$ cat src/rtl/pwm_pkg.sv
package pwm_pkg;

    localparam int DIV_SEL_W = 4;
    localparam int EVT_N     = 6;
    localparam int ACT_W     = 2;
    localparam int ACT_WORD_W = EVT_N * ACT_W;

    // event indices; order is also the priority (higher index wins)
    localparam int EV_ZERO   = 0;
    localparam int EV_A_UP   = 1;
    localparam int EV_B_UP   = 2;
    localparam int EV_TOP    = 3;
    localparam int EV_B_DOWN = 4;
    localparam int EV_A_DOWN = 5;

    typedef enum logic [ACT_W-1:0] {
        ACT_NONE   = 2'b00,
        ACT_SET    = 2'b01,
        ACT_CLEAR  = 2'b10,
        ACT_TOGGLE = 2'b11
    } act_e;

    typedef logic [EVT_N-1:0] evt_vec_t;

    // prescaler wrap value: 2^(k+1)-1 for one-hot bit k, else 1 (divide by 2)
    function automatic logic [DIV_SEL_W-1:0] div_limit(input logic [DIV_SEL_W-1:0] sel);
        int ones;
        int idx;
        int lim;
        ones = 0;
        idx  = 0;
        for (int i = 0; i < DIV_SEL_W; i++) begin
            if (sel[i]) begin
                ones++;
                idx = i;
            end
        end
        lim = (ones == 1) ? ((1 << (idx + 1)) - 1) : 1;
        return DIV_SEL_W'(lim);
    endfunction

    // highest-numbered firing event with a non-idle code decides
    function automatic act_e pick_action(input evt_vec_t hit,
                                         input logic [ACT_WORD_W-1:0] word);
        act_e sel;
        sel = ACT_NONE;
        for (int i = 0; i < EVT_N; i++) begin
            if (hit[i] && (word[i*ACT_W +: ACT_W] != ACT_NONE))
                sel = act_e'(word[i*ACT_W +: ACT_W]);
        end
        return sel;
    endfunction

    function automatic logic apply_action(input act_e a, input logic cur);
        case (a)
            ACT_SET:    return 1'b1;
            ACT_CLEAR:  return 1'b0;
            ACT_TOGGLE: return ~cur;
            default:    return cur;
        endcase
    endfunction

endpackage

$ cat src/rtl/pwm_prescaler.sv
module pwm_prescaler
    import pwm_pkg::*;
(
    input  logic                 clk,
    input  logic                 rst,
    input  logic                 run,
    input  logic [DIV_SEL_W-1:0] div_sel,
    output logic                 tick
);

    logic [DIV_SEL_W-1:0] pre_q;
    logic [DIV_SEL_W-1:0] limit;

    assign limit = div_limit(div_sel);
    assign tick  = run && (pre_q >= limit);

    always_ff @(posedge clk) begin
        if (rst || !run)
            pre_q <= '0;
        else if (tick)
            pre_q <= '0;
        else
            pre_q <= pre_q + DIV_SEL_W'(1);
    end

    // division is at least 2, so strobes never come back to back
    p_tick_gap_r1: assert property (@(posedge clk) disable iff (rst)
        tick |=> !tick);

endmodule

$ cat src/rtl/pwm_timebase.sv
module pwm_timebase
    import pwm_pkg::*;
#(
    parameter int CNT_W = 32
) (
    input  logic             clk,
    input  logic             rst,
    input  logic             run,
    input  logic             tick,
    input  logic             updown,
    input  logic [CNT_W-1:0] cnt_top,
    input  logic [CNT_W-1:0] cmp_a,
    input  logic [CNT_W-1:0] cmp_b,
    output evt_vec_t         evt,
    output logic             upd
);

    localparam logic [CNT_W-1:0] ONE = CNT_W'(1);

    logic [CNT_W-1:0] cnt_q;
    logic             rising_q;
    logic             upd_q;

    always_ff @(posedge clk) begin
        if (rst || !run) begin
            cnt_q    <= '0;
            rising_q <= 1'b0;
            upd_q    <= 1'b0;
        end else begin
            upd_q <= tick;
            if (tick) begin
                if (!updown) begin
                    rising_q <= 1'b0;
                    cnt_q    <= (cnt_q == '0) ? cnt_top : cnt_q - ONE;
                end else if (rising_q) begin
                    if (cnt_q >= cnt_top) begin
                        rising_q <= 1'b0;
                        cnt_q    <= (cnt_q == '0) ? '0 : cnt_q - ONE;
                    end else begin
                        cnt_q <= cnt_q + ONE;
                    end
                end else begin
                    if (cnt_q == '0) begin
                        rising_q <= 1'b1;
                        cnt_q    <= (cnt_top == '0) ? '0 : ONE;
                    end else begin
                        cnt_q <= cnt_q - ONE;
                    end
                end
            end
        end
    end

    // event decode on the freshly taken value and its arrival direction
    always_comb begin
        evt            = '0;
        evt[EV_ZERO]   = (cnt_q == '0);
        evt[EV_A_UP]   = rising_q  && (cnt_q == cmp_a);
        evt[EV_B_UP]   = rising_q  && (cnt_q == cmp_b);
        evt[EV_TOP]    = (cnt_q == cnt_top);
        evt[EV_B_DOWN] = !rising_q && (cnt_q == cmp_b);
        evt[EV_A_DOWN] = !rising_q && (cnt_q == cmp_a);
        if (!upd_q)
            evt = '0;
    end

    assign upd = upd_q;

    // an update made in down-only mode leaves the direction falling
    p_down_only_r3: assert property (@(posedge clk) disable iff (rst)
        (tick && !updown) |=> !rising_q);

    // each update moves by one, reloads top, or stays at zero
    p_step_r4: assert property (@(posedge clk) disable iff (rst)
        upd_q |-> ((cnt_q == $past(cnt_q) + ONE) || (cnt_q == $past(cnt_q) - ONE) ||
                   (cnt_q == $past(cnt_top)) || (cnt_q == '0)));

    // a low run forces the counter to zero
    p_hold_r10: assert property (@(posedge clk) disable iff (rst)
        !run |=> (cnt_q == '0) && !upd_q);

    // rising-only events stay silent in down-only mode
    p_no_up_evt_r3: assert property (@(posedge clk) disable iff (rst)
        (upd_q && $past(!updown)) |-> !evt[EV_A_UP] && !evt[EV_B_UP]);

endmodule

$ cat src/rtl/pwm_channel.sv
module pwm_channel
    import pwm_pkg::*;
(
    input  logic                  clk,
    input  logic                  rst,
    input  logic                  run,
    input  logic                  ch_en,
    input  logic                  inv,
    input  logic [ACT_WORD_W-1:0] act_word,
    input  evt_vec_t              evt,
    input  logic                  upd,
    output logic                  pin
);

    logic level_q;
    act_e chosen;

    assign chosen = pick_action(evt, act_word);

    always_ff @(posedge clk) begin
        if (rst || !run || !ch_en)
            level_q <= 1'b0;
        else if (upd)
            level_q <= apply_action(chosen, level_q);
    end

    assign pin = level_q ^ inv;

    // a disabled channel settles at level zero
    p_off_low_r8: assert property (@(posedge clk) disable iff (rst)
        (!ch_en || !run) |=> (pin == inv));

    // without an update the level holds
    p_quiet_r12: assert property (@(posedge clk) disable iff (rst)
        (!upd && run && ch_en) |=> $stable(level_q));

endmodule

$ cat src/rtl/pwm_dual_event.sv
module pwm_dual_event
    import pwm_pkg::*;
#(
    parameter int CNT_W = 32
) (
    input  logic                  clk,
    input  logic                  rst,
    input  logic                  run,
    input  logic                  updown,
    input  logic [DIV_SEL_W-1:0]  div_sel,
    input  logic [CNT_W-1:0]      cnt_top,
    input  logic [CNT_W-1:0]      cmp_a,
    input  logic [CNT_W-1:0]      cmp_b,
    input  logic                  ch_en_a,
    input  logic                  ch_en_b,
    input  logic                  inv_a,
    input  logic                  inv_b,
    input  logic [ACT_WORD_W-1:0] act_a,
    input  logic [ACT_WORD_W-1:0] act_b,
    output logic                  pwm_a,
    output logic                  pwm_b
);

    localparam int CH_N = 2;

    logic                  tick;
    logic                  upd;
    evt_vec_t              evt;
    logic [CH_N-1:0]       en_v;
    logic [CH_N-1:0]       inv_v;
    logic [CH_N-1:0]       pin_v;
    logic [ACT_WORD_W-1:0] act_v [CH_N];

    assign en_v     = {ch_en_b, ch_en_a};
    assign inv_v    = {inv_b, inv_a};
    assign act_v[0] = act_a;
    assign act_v[1] = act_b;

    pwm_prescaler u_pre (
        .clk     (clk),
        .rst     (rst),
        .run     (run),
        .div_sel (div_sel),
        .tick    (tick)
    );

    pwm_timebase #(.CNT_W(CNT_W)) u_tb (
        .clk     (clk),
        .rst     (rst),
        .run     (run),
        .tick    (tick),
        .updown  (updown),
        .cnt_top (cnt_top),
        .cmp_a   (cmp_a),
        .cmp_b   (cmp_b),
        .evt     (evt),
        .upd     (upd)
    );

    for (genvar c = 0; c < CH_N; c++) begin : g_ch
        pwm_channel u_ch (
            .clk      (clk),
            .rst      (rst),
            .run      (run),
            .ch_en    (en_v[c]),
            .inv      (inv_v[c]),
            .act_word (act_v[c]),
            .evt      (evt),
            .upd      (upd),
            .pin      (pin_v[c])
        );
    end

    assign pwm_a = pin_v[0];
    assign pwm_b = pin_v[1];

    // one clock after reset both pins show only the inversion flags
    p_reset_r11: assert property (@(posedge clk)
        rst |=> (pwm_a == $past(inv_a)) && (pwm_b == $past(inv_b)));

endmodule

$ cat config.mk
export PLATFORM = sky130hd
export DESIGN_NAME = pwm_dual_event
export DESIGN_NICKNAME = d
export VERILOG_FILES = /design/src/rtl/pwm_pkg.sv /design/src/rtl/pwm_prescaler.sv /design/src/rtl/pwm_timebase.sv /design/src/rtl/pwm_channel.sv /design/src/rtl/pwm_dual_event.sv
export SDC_FILE = /design/constraint.sdc
export NUM_CORES = 1
export LEC_CHECK = 0
export BUFFER_PORTS_ARGS = -buffer_cell sky130_fd_sc_hd__buf_2
export CAP_MARGIN = 20
export CORE_UTILIZATION = 46
export CTS_BUF_LIST = sky130_fd_sc_hd__clkbuf_4
export DETAILED_ROUTE_END_ITERATION = 10
export PLACE_DENSITY = 0.7
export SETUP_SLACK_MARGIN = 0.1
export SYNTH_ARGS = -nofsm -noshare
export SYNTH_HDL_FRONTEND = slang
export SYNTH_SLANG_ARGS = --single-unit
export TNS_END_PERCENT = 10
$ cat constraint.sdc
create_clock -name clk -period 7.4 [get_ports clk]
set_input_delay 1.11 -clock clk [delete_from_list [all_inputs] [get_ports clk]]
set_output_delay 1.11 -clock clk [all_outputs]
set_load 0.02 [all_outputs]
## After elaboration in Yosys (flattened, before gate mapping)

Index checks and enable logic that the tools add are counted.

| word-level totals | value |
|---|---|
| bits in registers | 40 |
| memories kept | 0 |
| output and inout port bits | 2 |
| word-level logic and storage cells | 108 |
| bits in writable memories | 0 |
| bits in latches | 0 |
| bits in read-only memories | 0 |

| cells by class | value |
|---|---|
| add/sub/neg operators | 8 |
| muxes and demuxes | 34 |
| multipliers | 0 |
| equal/unequal tests | 10 |
| shift operators | 1 |
| magnitude comparators | 2 |
| bitwise logic cells | 4 |
| div/mod/pow operators | 0 |
| reduce and logical (&&, ||, !) cells | 43 |

Operator list:

| cell | number |
|---|---|
| $mux 32 | 9 |
| $eq 32x32->1 | 3 |
| $add 32x2->32 const B | 2 |
| $logic_not 32->1 | 2 |
| $add 32x1->32 const B | 1 |
| $eq 32x2->1 const B | 1 |
| $ge 32x32->1 | 1 |
| $shl 1x32->4 const A | 1 |
| $sub 32x1->32 const B | 1 |
| $mux 2 | 14 |
| $reduce_bool 2->1 | 12 |
| $logic_and 1x1->1 | 17 |
| $eq 2x2->1 const B | 4 |
| $mux 1 | 7 |
| $mux 6 | 1 |
| $pmux 1 s3 | 2 |
| $reduce_bool 3->1 | 2 |
| $add 4x1->4 const B | 1 |
| $eq 2x1->1 const B | 2 |
| $ge 4x4->1 | 1 |
| $logic_not 1->1 | 4 |
| $mux 4 | 1 |
| $reduce_and 2->1 | 2 |
| $sub 4x2->4 const B | 1 |
| 6 further kinds | 10 |

## Logic depth before layout (Yosys ltp)

| logic depth | value |
|---|---|
| word-level depth | 13 |
| mapped depth | 18 |

## Hierarchy

A second synthesis with hierarchy kept.

| unflattened totals | value |
|---|---|
| cell total of the unflattened synthesis | 843 |
| area total of the unflattened synthesis | 5967.0 um2 |

By module, submodules not included:

| module | instances | sequential area each (um2) | area an instance (um2) | cells each |
|---|---|---|---|---|
| pwm_timebase | 1 | 680.7 | 5152.4 | 735 |
| pwm_prescaler | 1 | 80.1 | 421.7 | 52 |
| pwm_channel | 2 | 20.0 | 196.4 | 28 |

## Worst setup path after synthesis

Ideal clock, no wire load.

| path | value |
|---|---|
| path kind | input to register |
| from | input div_sel[0] |
| to | register u_tb.cnt_q[12] |
| arrival | 4087 ps |
| slack | 3225 ps |
| stages | 16 |
| setup time | 88 ps |
| cells stage by stage | inv_1 ha_1 xor2_1 ha_1 nor3b_1 nor2_1 nor2_1 a21oi_1 a21boi_0 ha_1 a21o_1 a21o_1 a21oi_1 clkbuf_1 nor2_1 a311oi_2 |

| on the way | value |
|---|---|
| cells in the longest elaborated chain, start to end | 11 |

Ends and longest elaborated chain:

| item | line | text |
|---|---|---|
| start, declared | pwm_dual_event.sv:10 | `input logic [DIV_SEL_W-1:0] div_sel,` |
| $mux 1 * | pwm_pkg.sv:33 | `if (sel[i]) begin` |
| $add 1x1->2 | pwm_pkg.sv:34 | `ones++;` |
| $mux 32 * | pwm_pkg.sv:33 |  |
| $add 32x2->32 | pwm_pkg.sv:34 |  |
| $mux 32 * | pwm_pkg.sv:33 |  |
| $add 32x2->32 | pwm_pkg.sv:34 |  |
| $mux 32 * | pwm_pkg.sv:33 |  |
| $eq 32x2->1 * | pwm_pkg.sv:38 | `lim = (ones == 1) ? ((1 << (idx + 1)) - 1) : 1;` |
| $mux 4 * | pwm_pkg.sv:38 |  |
| $ge 4x4->1 * | pwm_prescaler.sv:15 | `assign tick = run && (pre_q >= limit);` |
| $logic_and 1x1->1 * | pwm_prescaler.sv:15 |  |
| end signal, assigned | pwm_timebase.sv:34 | `cnt_q <= (cnt_q == '0) ? cnt_top : cnt_q - ONE;` |
| end signal, assigned | pwm_timebase.sv:38 | `cnt_q <= (cnt_q == '0) ? '0 : cnt_q - ONE;` |
| end signal, assigned | pwm_timebase.sv:40 | `cnt_q <= cnt_q + ONE;` |
| end, declared | pwm_timebase.sv:20 | `logic [CNT_W-1:0] cnt_q;` |

Mark *: on every way between the ends. The rest lies on a longest branch, timed or not.
A chain may end at the register's enable or synchronous reset.

## Worst setup path after layout

| path | value |
|---|---|
| from | input div_sel[0] |
| to | register u_tb.cnt_q[0] |

Same word-level chain as after synthesis.

==> results.toml <==
[global_route]
grt_pass1_wl_um = 31370
grt_antenna_before_repair = 1
grt_pass1_vias = 6033
grt_max_degree = 33
overflow = 0
grt_usage_pct = 31.67

[clocking]
cts_setup_buffers = 0
clock_latency_ns = 0.38
path_clk_slew_ns = 0.13
numCtsBuffers = 5
cts_tree = "done"
htreeDepth = 2
clkSinkCount = 40
cts_resized = 0
holdBufCountCts = 0
clockBufferDepth = 2
cts-root-buf = "clkbuf_4"

[floorplan]
start_util_pct = 47.08
chipHeight_um = 112.6
ios = 134
core_sq_um = 11960
row_count = 40
die-area_sq_um = 12690
dieWidth_um = 112.6

[sta]
drv_slew = 0
setup_viol = 0
min_period_ns = 4.741
grt_setup_unrepaired = "false"
fin_crit_sh_pct = 64.07
fmax_mhz = 210.9
max_slew_margin_pct = 35.47
setup_tns_ns = 0
setup_ws_ns = 2.659
hold_viol = 0
finalClockSkew_ns = 0.02379
worst_pin_slew_ns = 0.9679

[hold_path]
min_path_type = "flop to flop"
hold_start = "u_pre.pre_q[0]$_SDFF_PP0_"
whs_path_depth = 1
worstHoldEndpoint = "u_pre.pre_q[0]$_SDFF_PP0_"

[power]
leakage_nw = 2.801
switching_share_pct = 56.55
sequentialPowerShare_pct = 17.9
switching_power_mw = 1.814
combPwrFrac_pct = 77.2
p_int_mw = 1.394
ir_worst_vdd_v = 0.0003587
pwr-share-clk_pct = 4.9
power_density_nw_per_um2 = 503.5

[critical_path]
regToRegSetupSlack_ns = 3.30
max_stage_delay_ns = 0.77
worstReg2RegEnd = "u_tb.cnt_q[7]$_SDFFE_PP0P_"
critical_path_required_ns = 7.70
rr_worst_depth = 10
path_buf_inv = 3
path_max_fanout = 28
regToRegStartpoint = "u_tb.cnt_q[0]$_SDFFE_PP0P_"
crit_path_end_kind = "flop"
cp_slowest_cell = "a21o_1"
path_cells = "buf_2, inv_1, ha_1, xor2_1, ha_1, nor3b_1, nor2b_1, a21oi_1, a21boi_0, ha_1, a21o_1, a21o_1, a21o_1, nand2_1, inv_1, o221ai_1, o21ai_1"
crit_type = "input port to flop"
arrival_ns = 5.04
start_kind = "input port"
critical_path.top_delay_family = "compound AO/OA/AOI/OAI gates"

[placed_design]
dp_slack_ns = 2.325
hpwl_um = 15360
place_congestion = 0.9336
dpl-instance-area_sq_um = 6261
numPortBuffers = 133

[synth]
synthSimpleGateAreaFrac_pct = 27.99
yosys_warnings = 0
muxShareOfSynthArea_pct = 0.5554
synth_area_leader_cell = "dfxtp_1"
synthCells = 797
synth_ff_type = "dfxtp_1"
syn_avg_cell_area_sq_um = 7.066
syn_nets = 972
synth_xor_xnor_area_share_pct = 15.55
synth_fa_ha_area_share_pct = 9.553
synth-edff-count = 0
synth_common_cells = "a21oi_1, nand2_1, xnor2_1"
synthesis.area_sq_um = 5632
ys_seq_elements = 40
yosys-top-cells-area = "dfxtp_1, ha_1, xnor2_1, xor2_1, a21oi_1"
ys_seq_area_share_pct = 14.22
synth_top_area_share_pct = 14.22
async_reset_ff_share_pct = 0
synth_top_family_by_area = "simple AND/OR/NAND/NOR gates"
post-synth-top-count-cell = "a21oi_1"
ys_types = 65
synth_compound_area_share_pct = 24.26

[detailed_routing]
ant_nets = 0
dr.pass1.iters = 5
vias_per_cell = 6.254
vias = 6442
routed_wl_um = 20150
drc = 0
wire_per_inst_um = 19.56
drtIter0Drc = 664

[finish]
fin_area_sq_um = 6371
area_delta_synth_final_pct = 13.13
final-seq-area_sq_um = 800.8
multi_input_area_sq_um = 4408
fin_nets = 1056
fill_cells = 1214
drive_above_1_share_pct = 18.48

[run]
maxCapViolCount = 0

[outcome]
status = "finished clean"
## state kept, by name, summed over array words and instances (netlist names)
name               count
u_tb.upd               1
u_tb.rising_q          1
g_ch.u_ch.level_q      2
u_pre.pre_q            4
u_tb.cnt_q            32
## final cells by class
class	instances	area share, %
diodes	1	0.03928
clock buffers	6	0.7070
clock inverters	2	0.5499
inverters	44	2.592
multi-input cells	651	69.19
flip-flops and latches	40	12.57
well taps	147	2.887
repair buffers	139	11.47
## kinds of logic (layout without fill, tap and decap cells)
| family | Yosys count | after routing |
|---|---|---|
| other | 1 | 2 |
| buffers and inverters | 106 | 191 |
| multiplexers | 3 | 3 |
| adder cells (fa/ha/maj) | 43 | 43 |
| XOR/XNOR | 100 | 100 |
| AO/OA/AOI/OAI | 213 | 213 |
| flip-flops | 40 | 40 |
| AND/OR/NAND/NOR | 291 | 291 |
## layout by cell type, fill, tap and decap left out, drive strengths merged, types with 31 or more instances in the layout
cell   instances
ha            43
nor4          31
buf          139
xor2          49
nand2         57
inv           44
o21ai         45
nor2          45
a21oi         71
nand3         35
dfxtp         40
xnor2         51
## power by group through the flow
| stage | sequential, mW | clock, mW | combinational (mW) |
|---|---|---|---|
| finish | 0.575 | 0.158 | 2.47 |
| floorplan | 0.330 | 0 | 2.11 |
| detailed placement | 0.566 | 0 | 2.40 |
| CTS | 0.560 | 0.156 | 2.41 |
| global route | 0.583 | 0.164 | 2.72 |
| global placement | 0.568 | 0 | 2.39 |
## layer usage
metal / wire length, um / part of all wire, % / GRT usage (%) / vias up
li1: - / - / - / 3084
met1: 8256 / 41 / 41.88 / 2951
met2: 8979 / 45 / 51.44 / 358
met3: 2272 / 11 / 5.616 / 49
met4: 639 / 3.2 / 11.47 / 0
met5: 0 / 0 / 0 / -
## worst max-delay path by stage
stage | from | to | slack (ns) | cells past startpoint
floorplan | div_sel[0] | u_tb.cnt_q[12]$_SDFFE_PP0P_ | 3.23 | 16
global placement | div_sel[1] | u_tb.cnt_q[0]$_SDFFE_PP0P_ | 2.43 | 18
detailed placement | div_sel[0] | u_tb.cnt_q[0]$_SDFFE_PP0P_ | 2.32 | 17
CTS | div_sel[0] | u_tb.cnt_q[0]$_SDFFE_PP0P_ | 2.68 | 17
global route | div_sel[0] | u_tb.cnt_q[0]$_SDFFE_PP0P_ | 2.33 | 18
finish | div_sel[0] | u_tb.cnt_q[0]$_SDFFE_PP0P_ | 2.66 | 17
## metrics by stage
step                total power [mW]  utilization [%]  hold WS, ns  cells
floorplan                      2.442                -       0.4297    797
global placement               2.960            52.34       0.4549   1020
CTS                            3.125            53.01       0.4900   1028
global route                   3.463            53.26       0.5139   1030
detailed placement             2.962            52.34       0.4621   1020
finish                         3.208            53.26       0.4895   1030
No activity file was read; power rests on OpenSTA's default activity.
